[src/rtl/rtc_pkg.sv]
package rtc_pkg;

  localparam logic [3:0] ADR_HUND = 4'h0;
  localparam logic [3:0] ADR_SEC  = 4'h1;
  localparam logic [3:0] ADR_MIN  = 4'h2;
  localparam logic [3:0] ADR_HOUR = 4'h4;
  localparam logic [3:0] ADR_WDAY = 4'h6;
  localparam logic [3:0] ADR_DATE = 4'h8;
  localparam logic [3:0] ADR_MON  = 4'h9;
  localparam logic [3:0] ADR_YEAR = 4'hA;
  localparam logic [3:0] ADR_CMD  = 4'hB;

  typedef struct packed {
    logic [7:0] hund;
    logic [7:0] sec;
    logic [7:0] min;
    logic [7:0] hour;
    logic [7:0] wday;
    logic [7:0] date;
    logic [7:0] mon;
    logic [7:0] year;
  } rtc_time_t;

  localparam rtc_time_t TIME_RST = '{hund: 8'h00, sec: 8'h00, min: 8'h00,
                                     hour: 8'h00, wday: 8'h01, date: 8'h01,
                                     mon: 8'h01, year: 8'h00};

  // BCD increment of a two-digit value (no wrap handling)
  function automatic logic [7:0] bcd_inc(input logic [7:0] v);
    if (v[3:0] >= 4'h9) return {v[7:4] + 4'h1, 4'h0};
    return {v[7:4], v[3:0] + 4'h1};
  endfunction

  // Implemented bits of each time field as stored in the core
  function automatic logic [7:0] field_mask(input logic [3:0] a);
    case (a)
      ADR_HUND, ADR_YEAR:         return 8'hFF;
      ADR_SEC, ADR_MIN, ADR_HOUR: return 8'h7F;
      ADR_WDAY:                   return 8'h07;
      ADR_DATE:                   return 8'h3F;
      ADR_MON:                    return 8'h1F;
      default:                    return 8'h00;
    endcase
  endfunction

  function automatic logic is_time_addr(input logic [3:0] a);
    return field_mask(a) != 8'h00;
  endfunction

  // Last day of month m (BCD) in year y (BCD)
  function automatic logic [7:0] month_len(input logic [7:0] m, input logic [7:0] y);
    logic [1:0] r;
    r = {y[4], 1'b0} + y[1:0];
    case (m)
      8'h02:                      return (r == 2'b00) ? 8'h29 : 8'h28;
      8'h04, 8'h06, 8'h09, 8'h11: return 8'h30;
      default:                    return 8'h31;
    endcase
  endfunction

  // Hour advance; bit 8 of the result is the carry into the date
  function automatic logic [8:0] hour_inc(input logic [7:0] h);
    logic [4:0] hv;
    logic       pm;
    if (h[6]) begin
      hv = h[4:0];
      pm = h[5];
      if (hv == 5'h11)      return {pm, 1'b0, 1'b1, ~pm, 5'h12};
      else if (hv == 5'h12) return {1'b0, 1'b0, 1'b1, pm, 5'h01};
      else begin
        hv = bcd_inc({3'b000, hv})[4:0];
        return {1'b0, 1'b0, 1'b1, pm, hv};
      end
    end else begin
      if (h[5:0] == 6'h23) return 9'h100;
      return {1'b0, 2'b00, bcd_inc({2'b00, h[5:0]})[5:0]};
    end
  endfunction

endpackage

[src/rtl/rtc_timecore.sv]
module rtc_timecore
  import rtc_pkg::*;
(
  input  logic       clk,
  input  logic       rst,
  input  logic       step,
  input  logic       wr,
  input  logic [3:0] waddr,
  input  logic [7:0] wdata,
  output rtc_time_t  cur,
  output rtc_time_t  nxt
);

  rtc_time_t inc;
  logic      cy;
  logic [8:0] hr;
  logic [7:0] wd;

  always_comb begin
    inc = cur;
    cy  = 1'b0;
    hr  = 9'h000;
    if (step) begin
      if (cur.hund == 8'h99) begin inc.hund = 8'h00; cy = 1'b1; end
      else inc.hund = bcd_inc(cur.hund);
      if (cy) begin
        if (cur.sec == 8'h59) inc.sec = 8'h00;
        else begin inc.sec = bcd_inc(cur.sec); cy = 1'b0; end
      end
      if (cy) begin
        if (cur.min == 8'h59) inc.min = 8'h00;
        else begin inc.min = bcd_inc(cur.min); cy = 1'b0; end
      end
      if (cy) begin
        hr       = hour_inc(cur.hour);
        inc.hour = hr[7:0];
        cy       = hr[8];
      end
      if (cy) begin
        inc.wday = (cur.wday == 8'h07) ? 8'h01 : bcd_inc(cur.wday);
        if (cur.date == month_len(cur.mon, cur.year)) inc.date = 8'h01;
        else begin inc.date = bcd_inc(cur.date); cy = 1'b0; end
      end
      if (cy) begin
        if (cur.mon == 8'h12) inc.mon = 8'h01;
        else begin inc.mon = bcd_inc(cur.mon); cy = 1'b0; end
      end
      if (cy) inc.year = (cur.year == 8'h99) ? 8'h00 : bcd_inc(cur.year);
    end
  end

  // Host write overrides the addressed field in the same edge
  always_comb begin
    nxt = inc;
    wd  = wdata & field_mask(waddr);
    if (wr) begin
      case (waddr)
        ADR_HUND: nxt.hund = wd;
        ADR_SEC:  nxt.sec  = wd;
        ADR_MIN:  nxt.min  = wd;
        ADR_HOUR: nxt.hour = wd;
        ADR_WDAY: nxt.wday = wd;
        ADR_DATE: nxt.date = wd;
        ADR_MON:  nxt.mon  = wd;
        ADR_YEAR: nxt.year = wd;
        default:  ;
      endcase
    end
  end

  always_ff @(posedge clk) begin
    if (rst) cur <= TIME_RST;
    else     cur <= nxt;
  end

endmodule

[src/rtl/rtc_sqw.sv]
module rtc_sqw #(
  parameter int HALF = 16
) (
  input  logic clk,
  input  logic rst,
  input  logic run,
  input  logic ref_tick,
  output logic sqw
);

  localparam int CW = (HALF > 1) ? $clog2(HALF) : 1;
  localparam logic [CW-1:0] LAST = CW'(HALF - 1);

  logic [CW-1:0] cnt;

  always_ff @(posedge clk) begin
    if (rst || !run) begin
      cnt <= '0;
      sqw <= 1'b0;
    end else if (ref_tick) begin
      if (cnt == LAST) begin
        cnt <= '0;
        sqw <= ~sqw;
      end else begin
        cnt <= cnt + 1'b1;
      end
    end
  end

endmodule

[src/rtl/bcd_rtc.sv]
module bcd_rtc
  import rtc_pkg::*;
#(
  parameter int REF_PER_SQW = 32
) (
  input  logic       clk,
  input  logic       rst,
  input  logic       tick_100hz,
  input  logic       ref_tick,
  input  logic [3:0] bus_addr,
  input  logic       bus_wr,
  input  logic [7:0] bus_wdata,
  output logic [7:0] bus_rdata,
  output logic       sqw_out,
  output logic       sqw_oe
);

  localparam int HALF = (REF_PER_SQW >= 2) ? REF_PER_SQW / 2 : 1;

  logic      osc_n;
  logic      sqw_n;
  logic      te;
  logic      step;
  rtc_time_t core_cur;
  rtc_time_t core_nxt;
  rtc_time_t vis;
  rtc_time_t vis_nxt;
  logic [7:0] rd_mux;
  logic [7:0] wd;

  assign step = tick_100hz && !osc_n;

  rtc_timecore u_core (
    .clk  (clk),
    .rst  (rst),
    .step (step),
    .wr   (bus_wr),
    .waddr(bus_addr),
    .wdata(bus_wdata),
    .cur  (core_cur),
    .nxt  (core_nxt)
  );

  rtc_sqw #(.HALF(HALF)) u_sqw (
    .clk     (clk),
    .rst     (rst),
    .run     (!osc_n),
    .ref_tick(ref_tick),
    .sqw     (sqw_out)
  );

  // Host bank: follows the core on ticks while transfer is enabled,
  // and always takes host writes
  always_comb begin
    vis_nxt = (step && te) ? core_nxt : vis;
    wd      = bus_wdata & field_mask(bus_addr);
    if (bus_wr) begin
      case (bus_addr)
        ADR_HUND: vis_nxt.hund = wd;
        ADR_SEC:  vis_nxt.sec  = wd;
        ADR_MIN:  vis_nxt.min  = wd;
        ADR_HOUR: vis_nxt.hour = wd;
        ADR_WDAY: vis_nxt.wday = wd;
        ADR_DATE: vis_nxt.date = wd;
        ADR_MON:  vis_nxt.mon  = wd;
        ADR_YEAR: vis_nxt.year = wd;
        default:  ;
      endcase
    end
  end

  always_ff @(posedge clk) begin
    if (rst) begin
      vis   <= TIME_RST;
      osc_n <= 1'b1;
      sqw_n <= 1'b1;
      te    <= 1'b1;
    end else begin
      vis <= vis_nxt;
      if (bus_wr && bus_addr == ADR_MON) begin
        osc_n <= bus_wdata[7];
        sqw_n <= bus_wdata[6];
      end
      if (bus_wr && bus_addr == ADR_CMD) te <= bus_wdata[7];
    end
  end

  always_comb begin
    case (bus_addr)
      ADR_HUND: rd_mux = vis.hund;
      ADR_SEC:  rd_mux = vis.sec;
      ADR_MIN:  rd_mux = vis.min;
      ADR_HOUR: rd_mux = vis.hour;
      ADR_WDAY: rd_mux = vis.wday;
      ADR_DATE: rd_mux = vis.date;
      ADR_MON:  rd_mux = {osc_n, sqw_n, vis.mon[5:0]};
      ADR_YEAR: rd_mux = vis.year;
      ADR_CMD:  rd_mux = {te, 7'b0};
      default:  rd_mux = 8'h00;
    endcase
  end

  always_ff @(posedge clk) begin
    if (rst) begin
      bus_rdata <= 8'h00;
      sqw_oe    <= 1'b0;
    end else begin
      bus_rdata <= rd_mux;
      sqw_oe    <= !sqw_n;
    end
  end

endmodule

[config.mk]
export PLATFORM = sky130hd
export DESIGN_NAME = bcd_rtc
export DESIGN_NICKNAME = d
export VERILOG_FILES = /design/src/rtl/rtc_pkg.sv /design/src/rtl/rtc_timecore.sv /design/src/rtl/rtc_sqw.sv /design/src/rtl/bcd_rtc.sv
export SDC_FILE = /design/constraint.sdc
export NUM_CORES = 1
export LEC_CHECK = 0
export CAP_MARGIN = 20
export CORE_MARGIN = 2
export CORE_UTILIZATION = 45
export DETAILED_ROUTE_END_ITERATION = 10
export HOLD_SLACK_MARGIN = 0.1
export PLACE_DENSITY = 0.7
export SLEW_MARGIN = 10
export SYNTH_ARGS = -nofsm -noshare
export SYNTH_HDL_FRONTEND = slang
export SYNTH_SLANG_ARGS = --single-unit
[constraint.sdc]
create_clock -name clk -period 2.7 [get_ports clk]
set_input_delay 0.54 -clock clk [delete_from_list [all_inputs] [get_ports clk]]
set_output_delay 0.54 -clock clk [all_outputs]
set_load 0.005 [all_outputs]
==> flow_summary.toml, run 1 <==
[synthesis]
ys.flop_type = "dfxtp_1"
synth_seq_cells = 143
ys_seq_area_share_pct = 34.2
synth_edf_count = 0
ys_warn_count = 0
async_reset_ff_share_pct = 0
syn_inst = 1082
syn_area_sq_mm = 0.00838
syn_area_per_cell_sq_um = 7.75
syn-num-nets = 1142
ys_types = 80

[critical_path]
path_max_fanout = 5
crit_type = "reg -> reg"
cp-end-kind = "flop"
critical_path_required_ns = 3.03
critPathArrivalTime_ns = 2.93
worstSetupStartpointType = "flop"

[global_route]
grt_pass1_wl_um = 42600
track_usage_pct = 27.4
grt_max_degree = 104
grt_antenna_before_repair = 0
grt-ovfl-total = 0
grt_pass1_vias = 7965

[cts]
cts_root_buffer = "clkbuf_16"
cts_buffers = 17
cts_hold_buf = 0
clk_pin_slew_ns = 0.06
cts.sinks = 143
cts_max_path_buffers = 2
cts_tree = "done"
h-tree-depth = 4
clkLatencyLatePin_ns = 0.44

[sta]
whs_ns = 0.463
fmax_ghz = 0.385
max_slew_margin_pct = 37.7
final-max-slew-violation-count = 0
finalHoldViolations = 0
rsz0062_at_grt = "yes"
fin_skew_ns = 0.0123
min_period_ns = 2.60
period_share_pct = 96.2
worstMarginPinSlew_ns = 0.925
setup_viol = 0

[cells_and_area]
diodes = 0
mostFrequentLayoutCell = "nor2_1"
drive_above_1_share_pct = 17.9
final_util_pct = 57.3
nets = 1239
synthToLayoutAreaGrowth_pct = 24.0
layout_common_cells = "146 x nor2_1, 141 x dfxtp_1, 113 x buf_4, 108 x a21oi_1, 100 x nand2_1"
fillers = 1671

[floorplanning]
die-area_sq_mm = 0.0197
die_x_um = 140
start_util_pct = 46.2
coreArea_sq_mm = 0.0181
ioPinCount = 27
die_y_um = 140
std_cell_rows = 49

[drt]
wl_per_cell_um = 19.0
drt_iter0_drc = 1039
viasPerCell = 6.06
wirelength_um = 27000
drc_errors = 0
antenna_left = 0
drtPass1Iterations = 6
num_vias = 8606

[run]
max_cap_violations = 0

[placed_design]
port_buffers = 26
hpwl_um = 19400
place_congestion = 0.937

[pwr]
vdd.ir_drop.worst_uv = 469
leakage_nw = 3.91
power_per_cell_area_mw_per_mm2 = 483
power_w = 0.00502

[min_path]
holdCritPathClass = "reg -> reg"

[status]
status = "complete, no violations"
[flip-flops by register name (all words and copies together), names as in the netlist]
register and flops:
u_core.cur 64, bus_rdata 8, u_sqw.sqw 1, sqw_oe 1, u_sqw.cnt 4, te 1, osc_n 1, vis 62
sqw_n 1
[routing by layer]
layer	global-route usage, %	share of wire, %	up-vias
met2	41.3	44	387
met4	10.6	3.6	0
met3	7.04	9.0	82
li1	-	-	4102
met1	37.6	43	4035
met5	0	0	-
[what timing repair did]
item / in CTS / in global routing
pin swaps: 1 / 9
gates cloned: 0 / 1
resized for setup: 6 / 30
endpoints found under the setup margin: 12 / 61
buffers inserted: 0 / 5
[stage by stage]
step	setup slack, ns	instances	cell area [sq um]	setup TNS, ns
2_1_floorplan	0.0118	1082	8390	0
3_3_place_gp	-0.110	1383	9590	-1.52
3_5_place_dp	-0.220	1383	9590	-3.48
4_1_cts	0.0129	1414	10200	0
5_1_grt	-0.0586	1420	10400	-0.0649
6_report	0.103	1420	10400	0
[cells in the mapped netlist (all sizes together), types with 33 or more instances]
master / number / area share [%]
nor2: 149 / 6.7
dfxtp: 143 / 34
a21oi: 112 / 6.7
nand2: 101 / 4.5
o21ai: 63 / 3.9
clkbuf: 55 / 2.5
ha: 43 / 6.4
inv: 41 / 1.8
nand3: 40 / 2.4
nor3: 37 / 2.4
a211oi: 33 / 3.0
[area by class of cell]
| class | count | area [sq um] | area share [%] |
|---|---|---|---|
| clock inverter | 8 | 104 | 0.999 |
| timing repair buffer | 146 | 1230 | 11.9 |
| inverter | 41 | 154 | 1.48 |
| multi-input combinational | 830 | 5240 | 50.4 |
| sequential | 143 | 2870 | 27.6 |
| clock buffer | 23 | 508 | 4.89 |
| tap | 229 | 287 | 2.76 |
[path summary, 6_finish.rpt]
| check | startpoint | endpoint | slack [ns] | depth (start not counted) |
|---|---|---|---|---|
| worst max-delay path | u_core.cur[57] | vis[45] | 0.10 | 11 |
| worst min-delay path | u_core.cur[39] | u_core.cur[39] | 0.46 | 2 |
| worst max register to register | u_core.cur[57] | vis[45] | 0.10 | 11 |
| worst min register to register | u_core.cur[39] | u_core.cur[39] | 0.46 | 2 |
[critical path, cell delays in order (launching register included)]
cell      delay (ns)
dfxtp_1         0.33
inv_1           0.09
ha_1            0.19
nand4b_1        0.12
buf_4           0.19
nor3_4          0.13
buf_4           0.17
nand2_1         0.13
nor2_1          0.17
mux2_2          0.36
or3_1           0.34
a221oi_1        0.28
[logic make-up after synthesis]
| group | Yosys count | share of synthesized area [%] |
|---|---|---|
| compound gates | 319 | 24.5 |
| xor+xnor | 13 | 1.36 |
| fa+ha+maj | 43 | 6.42 |
| buf+inv | 109 | 5.19 |
| flops | 143 | 34.2 |
| mux | 29 | 4.03 |
| simple gates | 426 | 24.3 |
[power by group]
part / leakage, nW / internal [W] / switching [W]
Sequential: 1.16 / 0.00214 / 0.0000326
Combinational: 2.46 / 0.000161 / 0.000257
Clock: 0.290 / 0.00150 / 0.000927
Total: 3.91 / 0.00381 / 0.00122
Note: power is estimated with default switching activity, not from simulation.
==> inputs of run 2 (changes only) <==
SKIP_CTS_REPAIR_TIMING = 1   (was default)
==> flow_summary.toml, run 2 (synthesized netlist as in run 1, its figures left out) <==
[sta]
tns_ns = 0
min_period_ns = 2.55
finalHoldViolations = 0
setup_viol = 0
worstMarginPinSlew_ns = 0.998
fin_skew_ns = 0.00986
max_slew_margin_pct = 32.7
rsz0062_at_grt = "yes"
final-max-slew-violation-count = 0
whs_ns = 0.460
period_share_pct = 94.6
fmax_ghz = 0.391

[drt]
antenna_left = 0
met1Wirelength_um = 11700
num_vias = 8542
drt_iter0_drc = 1048
top_layer = "met4"
wl_per_cell_um = 18.9
wirelength_um = 26800
drtPass1Iterations = 5
wl_met2_um = 11900
drc_errors = 0
dr_wl_met3_um = 2270
viasPerCell = 6.02

[floorplanning]
die-area_sq_mm = 0.0197
start_util_pct = 46.2
die_x_um = 140
std_cell_rows = 49
ioPinCount = 27
coreArea_sq_mm = 0.0181
die_y_um = 140

[global_route]
grt_pass1_vias = 7960
grt-ovfl-total = 0
grt_antenna_before_repair = 0
track_usage_pct = 27.4
grt_max_degree = 104
grt_pass1_wl_um = 42600

[cts]
clk_pin_slew_ns = 0.06
cts_tree = "done"
cts.sinks = 143
cts_buffers = 17
h-tree-depth = 4
cts_max_path_buffers = 2
cts_root_buffer = "clkbuf_16"
clkLatencyLatePin_ns = 0.43

[pwr]
vdd.ir_drop.worst_uv = 467
pwr-share-seq_pct = 43.3
p_switching_w = 0.00122
power_w = 0.00502
power.share.clock_pct = 48.4
comb_power_share_pct = 8.3
swShare_pct = 24.2
intPower_w = 0.00381
power_per_cell_area_mw_per_mm2 = 484
leakage_nw = 3.89

[critical_path]
crit_type = "reg -> reg"
critPathArrivalTime_ns = 2.86
worstSetupStartpointType = "flop"
cp-end-kind = "flop"
critical_path_required_ns = 3.00
path_max_fanout = 5
worst-r2r-setup-slack_ns = 0.15

[cells_and_area]
largest_reg_flops = 64
mostFrequentLayoutCell = "nor2_1"
layout_common_cells = "145 x nor2_1, 139 x dfxtp_1, 113 x buf_4, 109 x a21oi_1, 100 x nand2_1"
final_util_pct = 57.2
nets = 1239
reg_top3 = "u_core.cur (64), vis (62), bus_rdata (8)"
synthToLayoutAreaGrowth_pct = 23.9
drive_above_1_share_pct = 18.4
post-route-cell-area_sq_mm = 0.0104
diodes = 0
top_register = "u_core.cur"

[placed_design]
port_buffers = 26
hpwl_um = 19400
place_congestion = 0.937
place_area_sq_mm = 0.00959

[min_path]
holdCritPathClass = "reg -> reg"

[status]
status = "complete, no violations"

[run]
max_cap_violations = 0
run 2: path summary, 6_finish.rpt:
kind | from | end | cells past startpoint
worst max-delay path | u_core.cur[13] | vis[4] | 9
worst min-delay path | u_core.cur[39] | u_core.cur[39] | 2
worst max register to register | u_core.cur[13] | vis[4] | 9
worst min register to register | u_core.cur[39] | u_core.cur[39] | 2
run 2: final cells by class:
class / count / area, sq um
flip-flops and latches: 143 / 2870
clock buffers: 23 / 508
well taps: 229 / 287
fillers: 1664 / 7760
multi-input cells: 830 / 5230
clock inverters: 8 / 104
inverters: 41 / 154
repair buffers: 146 / 1230
run 2: power groups by stage:
stage	Sequential, W	Combinational (W)	Clock [W]
final	0.00218	0.000416	0.00243
after global routing	0.00218	0.000448	0.00255
after CTS	0.00217	0.000403	0.00245
after detailed placement	0.00222	0.000400	0
after global placement	0.00222	0.000397	0
after floorplan	0.00221	0.000224	0
run 2: stage by stage:
| step | setup WS (ns) | std cells |
|---|---|---|
| after floorplan | 0.0118 | 1082 |
| after global placement | -0.110 | 1383 |
| after detailed placement | -0.220 | 1383 |
| after CTS | -0.109 | 1414 |
| after global routing | -0.0321 | 1420 |
| final | 0.146 | 1420 |
run 2: critical path, stage by stage, from the launching register on:
cell     delay [ns]
dfxtp_1        0.31
inv_1          0.07
ha_1           0.14
or4b_4         0.49
or3b_1         0.43
nor3_2         0.21
and3_2         0.27
mux2_4         0.32
o21ai_2        0.11
a21oi_1        0.07
run 2: per-layer routing:
metal	GRT usage [%]	vias up
li1	-	4108
met1	37.8	4001
met2	41.3	368
met3	6.74	65
met4	10.6	0
met5	0	-
